File: src/rtl/acro_pkg.sv
package acro_pkg;

  typedef enum logic {
    ST_IDLE = 1'b0,
    ST_WB   = 1'b1
  } acro_state_e;

  typedef struct packed {
    logic ev;
    logic mv;
    logic sl;
  } acro_flags_t;

endpackage

File: src/rtl/acro_round.sv
module acro_round
  import acro_pkg::*;
#(
  parameter int ACC_W = 36,
  parameter int RES_W = 16
) (
  input  logic [ACC_W-1:0] acc_i,
  input  acro_flags_t      flags_i,
  output logic [ACC_W-1:0] sum_o,
  output acro_flags_t      flags_o
);
  localparam int FRAC_W  = 2 * RES_W;
  localparam int GUARD_W = ACC_W - FRAC_W;
  localparam logic [RES_W-1:0] TIE = {1'b1, {(RES_W-1){1'b0}}};

  logic             bump;
  logic [ACC_W-1:0] inc;
  logic             guard_bad;
  logic             sign_flip;

  // Round half to even: a tie is left alone when the kept lsb is already even.
  always_comb begin
    bump = acc_i[RES_W-1] && ((acc_i[RES_W-1:0] != TIE) || acc_i[RES_W]);
    inc  = '0;
    inc[RES_W] = bump;
    sum_o = acc_i + inc;
  end

  always_comb begin
    guard_bad = (sum_o[ACC_W-1:FRAC_W] != {GUARD_W{sum_o[FRAC_W-1]}});
    sign_flip = (sum_o[ACC_W-1] != acc_i[ACC_W-1]);
    flags_o.ev = guard_bad;
    if (guard_bad && !flags_i.mv && sign_flip) begin
      flags_o.mv = 1'b1;
      flags_o.sl = sum_o[ACC_W-1];
    end else begin
      flags_o.mv = flags_i.mv;
      flags_o.sl = flags_i.sl;
    end
  end

endmodule

File: src/rtl/acro_sat.sv
module acro_sat
  import acro_pkg::*;
#(
  parameter int ACC_W = 36,
  parameter int RES_W = 16
) (
  input  logic             sat_en_i,
  input  logic [ACC_W-1:0] acc_i,
  input  acro_flags_t      flags_i,
  output logic [RES_W-1:0] res_o
);
  localparam logic [RES_W-1:0] POS_MAX = {1'b0, {(RES_W-1){1'b1}}};
  localparam logic [RES_W-1:0] NEG_MAX = {1'b1, {(RES_W-1){1'b0}}};

  logic [RES_W-1:0] field;

  assign field = acc_i[2*RES_W-1:RES_W];

  // Sticky overflow outranks guard overflow.
  always_comb begin
    if (!sat_en_i)         res_o = field;
    else if (flags_i.mv)   res_o = flags_i.sl ? POS_MAX : NEG_MAX;
    else if (flags_i.ev)   res_o = acc_i[ACC_W-1] ? NEG_MAX : POS_MAX;
    else                   res_o = field;
  end

endmodule

File: src/rtl/acro_ctrl.sv
module acro_ctrl
  import acro_pkg::*;
(
  input  logic clk,
  input  logic rst_n,
  input  logic cmd_valid_i,
  input  logic cmd_round_i,
  input  logic res_ready_i,
  output logic cmd_ready_o,
  output logic ld_round_o,
  output logic res_load_o,
  output logic wb_phase_o,
  output logic res_valid_o
);
  acro_state_e state_q;
  logic        fire;
  logic        ld_trunc;

  assign cmd_ready_o = (state_q == ST_IDLE) && (!res_valid_o || res_ready_i);
  assign fire        = cmd_valid_i && cmd_ready_o;
  assign ld_trunc    = fire && !cmd_round_i;
  assign ld_round_o  = fire && cmd_round_i;
  assign wb_phase_o  = (state_q == ST_WB);
  assign res_load_o  = ld_trunc || wb_phase_o;

  always_ff @(posedge clk or negedge rst_n) begin
    if (!rst_n) begin
      state_q     <= ST_IDLE;
      res_valid_o <= 1'b0;
    end else begin
      state_q <= ld_round_o ? ST_WB : ST_IDLE;
      if (res_load_o)       res_valid_o <= 1'b1;
      else if (res_ready_i) res_valid_o <= 1'b0;
    end
  end

  assert_round_wb_R8: assert property (@(posedge clk) disable iff (!rst_n)
    (cmd_valid_i && cmd_ready_o && cmd_round_i) |=> (wb_phase_o && !res_valid_o));

  assert_wb_then_res_R8: assert property (@(posedge clk) disable iff (!rst_n)
    wb_phase_o |=> (res_valid_o && !wb_phase_o));

  assert_trunc_no_wb_R9: assert property (@(posedge clk) disable iff (!rst_n)
    (cmd_valid_i && cmd_ready_o && !cmd_round_i) |=> (res_valid_o && !wb_phase_o));

  assert_busy_blocks_R11: assert property (@(posedge clk) disable iff (!rst_n)
    wb_phase_o |-> !cmd_ready_o);

endmodule

File: src/rtl/acc_readout.sv
module acc_readout
  import acro_pkg::*;
#(
  parameter int ACC_W = 36,
  parameter int RES_W = 16
) (
  input  logic             clk,
  input  logic             rst_n,
  input  logic             cmd_valid,
  output logic             cmd_ready,
  input  logic             cmd_round,
  input  logic             sat_mode,
  input  logic [ACC_W-1:0] acc_in,
  input  logic             acc_ev,
  input  logic             acc_mv,
  input  logic             acc_sl,
  input  logic             mul_ovf,
  output logic             res_valid,
  input  logic             res_ready,
  output logic [RES_W-1:0] res_data,
  output logic             res_neg,
  output logic             res_zero,
  output logic             res_ovf,
  output logic             wb_valid,
  output logic [ACC_W-1:0] wb_acc,
  output logic             wb_ev,
  output logic             wb_mv,
  output logic             wb_sl
);
  acro_flags_t      flags_in;
  acro_flags_t      flags_rnd;
  acro_flags_t      flags_q;
  acro_flags_t      sat_flags;
  logic [ACC_W-1:0] sum_rnd;
  logic [ACC_W-1:0] sum_q;
  logic [ACC_W-1:0] sat_acc;
  logic [RES_W-1:0] sat_res;
  logic             sat_en;
  logic             sat_q;
  logic             mof_q;
  logic             ld_round;
  logic             res_load;
  logic             wb_phase;

  assign flags_in = '{ev: acc_ev, mv: acc_mv, sl: acc_sl};

  acro_ctrl u_ctrl (
    .clk         (clk),
    .rst_n       (rst_n),
    .cmd_valid_i (cmd_valid),
    .cmd_round_i (cmd_round),
    .res_ready_i (res_ready),
    .cmd_ready_o (cmd_ready),
    .ld_round_o  (ld_round),
    .res_load_o  (res_load),
    .wb_phase_o  (wb_phase),
    .res_valid_o (res_valid)
  );

  acro_round #(.ACC_W(ACC_W), .RES_W(RES_W)) u_round (
    .acc_i   (acc_in),
    .flags_i (flags_in),
    .sum_o   (sum_rnd),
    .flags_o (flags_rnd)
  );

  // Rounded accumulator and flags held for the write-back cycle.
  always_ff @(posedge clk or negedge rst_n) begin
    if (!rst_n) begin
      sum_q   <= '0;
      flags_q <= '0;
      sat_q   <= 1'b0;
      mof_q   <= 1'b0;
    end else if (ld_round) begin
      sum_q   <= sum_rnd;
      flags_q <= flags_rnd;
      sat_q   <= sat_mode;
      mof_q   <= mul_ovf;
    end
  end

  assign sat_acc   = wb_phase ? sum_q   : acc_in;
  assign sat_flags = wb_phase ? flags_q : flags_in;
  assign sat_en    = wb_phase ? sat_q   : sat_mode;

  acro_sat #(.ACC_W(ACC_W), .RES_W(RES_W)) u_sat (
    .sat_en_i (sat_en),
    .acc_i    (sat_acc),
    .flags_i  (sat_flags),
    .res_o    (sat_res)
  );

  always_ff @(posedge clk or negedge rst_n) begin
    if (!rst_n) begin
      res_data <= '0;
      res_neg  <= 1'b0;
      res_zero <= 1'b0;
      res_ovf  <= 1'b0;
    end else if (res_load) begin
      res_data <= sat_res;
      res_neg  <= sat_res[RES_W-1];
      res_zero <= (sat_res == '0);
      res_ovf  <= wb_phase ? mof_q : mul_ovf;
    end
  end

  assign wb_valid = wb_phase;
  assign wb_acc   = sum_q;
  assign wb_ev    = flags_q.ev;
  assign wb_mv    = flags_q.mv;
  assign wb_sl    = flags_q.sl;

  assert_hold_R11: assert property (@(posedge clk) disable iff (!rst_n)
    (res_valid && !res_ready) |=> (res_valid && $stable(res_data) && $stable(res_neg)));

  assert_sticky_wb_R7: assert property (@(posedge clk) disable iff (!rst_n)
    (cmd_valid && cmd_ready && cmd_round && acc_mv) |=> wb_mv);

endmodule

File: config.mk
export PLATFORM = sky130hd
export DESIGN_NAME = acc_readout
export DESIGN_NICKNAME = d
export VERILOG_FILES = /design/src/rtl/acro_pkg.sv /design/src/rtl/acro_round.sv /design/src/rtl/acro_sat.sv /design/src/rtl/acro_ctrl.sv /design/src/rtl/acc_readout.sv
export SDC_FILE = /design/constraint.sdc
export NUM_CORES = 1
export LEC_CHECK = 0
export BUFFER_PORTS_ARGS = -buffer_cell sky130_fd_sc_hd__buf_2
export CAP_MARGIN = 30
export CORE_ASPECT_RATIO = 0.5
export CORE_MARGIN = 1.5
export CORE_UTILIZATION = 40
export CTS_CLUSTER_DIAMETER = 40
export DETAILED_ROUTE_END_ITERATION = 10
export GPL_TIMING_DRIVEN = 0
export PLACE_DENSITY = 0.8
export SETUP_SLACK_MARGIN = 0.15
export SKIP_CTS_REPAIR_TIMING = 1
export SLEW_MARGIN = 20
export SYNTH_ARGS = -nofsm -noshare
export SYNTH_HDL_FRONTEND = slang
export SYNTH_SLANG_ARGS = --single-unit
File: constraint.sdc
create_clock -name clk -period 1.45 [get_ports clk]
set_input_delay 0.145 -clock clk [delete_from_list [all_inputs] [get_ports clk]]
set_output_delay 0.145 -clock clk [all_outputs]
set_load 0.02 [all_outputs]
==> metrics.csv <==
metric;value;unit
Die Y;65.51;µm
vias in the first global route;2832;
Synth-to-Final Area Change;49.24;%
Synth Area per Inst;8.956;µm²
Switch Pwr;2.277;mW
Placer Congestion;0.9130;
gr ovfl total;0;
detailed-placement wirelength estimate;6.540;mm
Num CTS Buffers;9;
antenna cells;0;
CP startpoint kind;flop;
crit path kind;reg -> reg;
Post-Syn Nets;396;
final wirelength;10.05;mm
fin crit share;111.4;%
Clock Sink Count;61;
Fin. Hold Viols;0;
Reg2Reg Setup Slack;-0.17;ns
hold_ws;0.02983;ns
Starting Density;41.90;%
MaxCap Viol Count;0;
Req. time, crit path;1.71;ns
R2R Path End;res_zero$_DFFE_PN0P_;
drt pass-1 iters;4;
initial antenna violation count;0;
Reg power frac;35.8;%
CP arrival;1.88;ns
combinational group share of total power;30.8;%
share of layout cells above drive strength 1;45.63;%
drt drc;0;
P per Cell Area;1418;nW/µm²
RSZ-0062 raised after global routing;yes;
Final WS setup;-0.1650;ns
Leak;2.189;nW
Max Clock Freq;619.2;MHz
Max Root-Sink Buffers;2;
Critical Path Sink Type;flop;
H-tree depth;3;
hold crit path type;in -> reg;
Worst VDD drop;0.5440;mV
Yosys reg bits;61;
CTS tree;yes;
Core Footprint;7460;µm²
die area;8385;µm²
Critical Path End;res_zero$_DFFE_PN0P_;
failing checks;negative setup slack;
Clock transition at path regs;0.05;ns
IO Count;107;
dpl ws;-0.4950;ns
Final Max Slew Viols;0;
Post-DRT Antenna Nets;0;
GR Util All Layers;22.67;%
Netlist cell types;42;
Worst Clk Skew;0.004287;ns
Vias;3203;
worst setup path startpoint;u_ctrl.wb_phase_o$_DFF_PN0_;
Nets;522;
worst skew pair latency;0.32;ns
fin crit period;1.615;ns
largest net degree at the start of global routing;62;
first-pass GRT wire length;14.50;mm
sequential element share of the synthesized area;48.84;%
R2R depth;6;
initial detailed-routing violation count;315;
DIE WIDTH;128.0;µm
number of port buffers;105;
Final TNS setup;-2.838;ns
wire per inst;17.10;µm
Worst-Margin Slew;0.8000;ns
mapped cell area;3125;µm²
Worst Path Max Fanout;10;
Critical R2R Launch;u_ctrl.wb_phase_o$_DFF_PN0_;
Via density;5.447;
status;finished with violations;
Root Driver;clkbuf_16;
number of setup violations in the final report;45;
Mapped Cells;349;
Sw Share;34.43;%
clock network power share;33.4;%
cell-internal power;4.336;mW
Rows;22;
Synth warnings;0;
Max-slew headroom;46.66;%
## registers in the layout, indices dropped and copies added, names as in the netlist
name	cells
u_ctrl.res_valid_o	1
wb_acc	36
mof_q	1
wb_mv	1
u_ctrl.wb_phase_o	1
res_ovf	1
sat_q	1
res_data	16
wb_sl	1
wb_ev	1
res_zero	1
## metal layers
metal / wire length [µm] / global-route usage, % / share of wire (%)
met2: 4868 / 36.90 / 48
met3: 763 / 6.596 / 7.6
met1: 4151 / 29.19 / 41
met4: 270 / 8.006 / 2.7
met5: 0 / 0 / 0
## through the flow
stage / area, µm² / total power [mW] / utilization, % / cells
2_1_floorplan: 3381 / 3.505 / - / 349
3_3_place_gp: 4041 / 4.179 / 54.18 / 562
3_5_place_dp: 4044 / 4.231 / 54.21 / 562
4_1_cts: 4357 / 6.445 / 58.40 / 578
5_1_grt: 4664 / 6.915 / 62.53 / 588
6_report: 4664 / 6.613 / 62.53 / 588
## cell usage after synthesis (all sizes together)
master,number,area [µm²]
mux2i,5,50.05
or4b,1,10.01
nand3,8,40.04
nand2,103,386.6
nor3,5,25.02
and2,1,6.260
o21ai,22,110.1
mux2,16,180.2
nor4,11,75.07
or2,1,6.260
xnor2,11,96.34
clkbuf,16,60.06
nor3b,2,15.01
o311ai,1,8.760
and3,4,28.78
nor2,23,88.84
o31ai,2,15.01
o22ai,1,6.260
o211ai,1,7.510
o41a,1,11.26
inv,4,15.01
o21a,2,15.01
xor2,8,70.07
a31oi,16,100.1
nor2b,1,6.260
o2111a,1,11.26
nand2b,4,25.02
buf,3,16.26
nand4,5,46.29
ha,1,12.51
a21oi,4,20.02
dfrtp,61,1526
or4,2,16.27
a41oi,1,8.760
a31o,1,8.760
## logic make-up after synthesis
kind of cell    synth area share (%)
flops                          48.84
mux                            7.366
fa+ha+maj                     0.4003
compound gates                 10.33
buf+inv                        2.922
xor+xnor                       5.324
simple gates                   24.82
## critical path: stages, from the launching register on
cell and delay (ns):
dfrtp_2 0.46, buf_12 0.17, or4_4 0.43, o22ai_2 0.12
nand4_1 0.12, nor2_1 0.10, mux2_2 0.15
## power groups by stage
| stage | Combinational, mW | Sequential (mW) | Clock (mW) |
|---|---|---|---|
| after detailed placement | 1.86 | 2.37 | 0 |
| after global routing | 2.19 | 2.42 | 2.31 |
| after CTS | 1.88 | 2.35 | 2.22 |
| after global placement | 1.82 | 2.36 | 0 |
| after floorplan | 0.715 | 2.79 | 0 |
| final | 2.04 | 2.37 | 2.21 |
## how the worst min path moves through the flow
stage	start	end	slack, ns	cells past startpoint
6_report	acc_in[8]	wb_acc[8]$_DFFE_PN0P_	0.03	3
5_1_grt	acc_in[13]	wb_acc[13]$_DFFE_PN0P_	0.03	3
4_1_cts	rst_n	wb_acc[7]$_DFFE_PN0P_	-0.07	1
3_5_place_dp	rst_n	wb_acc[7]$_DFFE_PN0P_	0.28	1
3_3_place_gp	acc_in[5]	wb_acc[5]$_DFFE_PN0P_	0.35	3
2_1_floorplan	rst_n	mof_q$_DFFE_PN0P_	-0.15	0
## area by class of cell
| type | count | area (µm²) |
|---|---|---|
| Inverter | 4 | 20.02 |
| Timing Repair Buffer | 115 | 649.4 |
| Clock inverter | 3 | 42.54 |
| Multi-Input combinational cell | 265 | 1759 |
| Buffer | 19 | 257.7 |
| Fill cell | 587 | 2795 |
| Clock buffer | 13 | 270.3 |
| Tap cell | 108 | 135.1 |
| Sequential cell | 61 | 1530 |
## cells in the final DEF (no fill, tap or decap), types with 2 or more instances in the layout
cell type / count
dfrtp_1: 58
mux2_2: 12
nand3_1: 6
clkbuf_8: 8
nor3_1: 5
nor2_4: 4
o21ai_0: 2
xnor2_1: 11
buf_4: 7
buf_2: 102
nand2_2: 14
xor2_1: 5
o21ai_1: 17
o21ai_2: 3
and3_2: 2
mux2i_1: 5
nor4_4: 2
nand4_1: 4
nor2_1: 17
or4_4: 2
mux2_4: 4
nor2_2: 2
a31oi_1: 15
nor4_1: 8
buf_6: 8
dfrtp_2: 3
nand2_1: 88
a21oi_1: 3
nand2b_1: 3
buf_8: 6
clkbuf_16: 11
inv_1: 3
xor2_2: 3
clkbuf_4: 2
No activity file was read; power rests on OpenSTA's default activity.
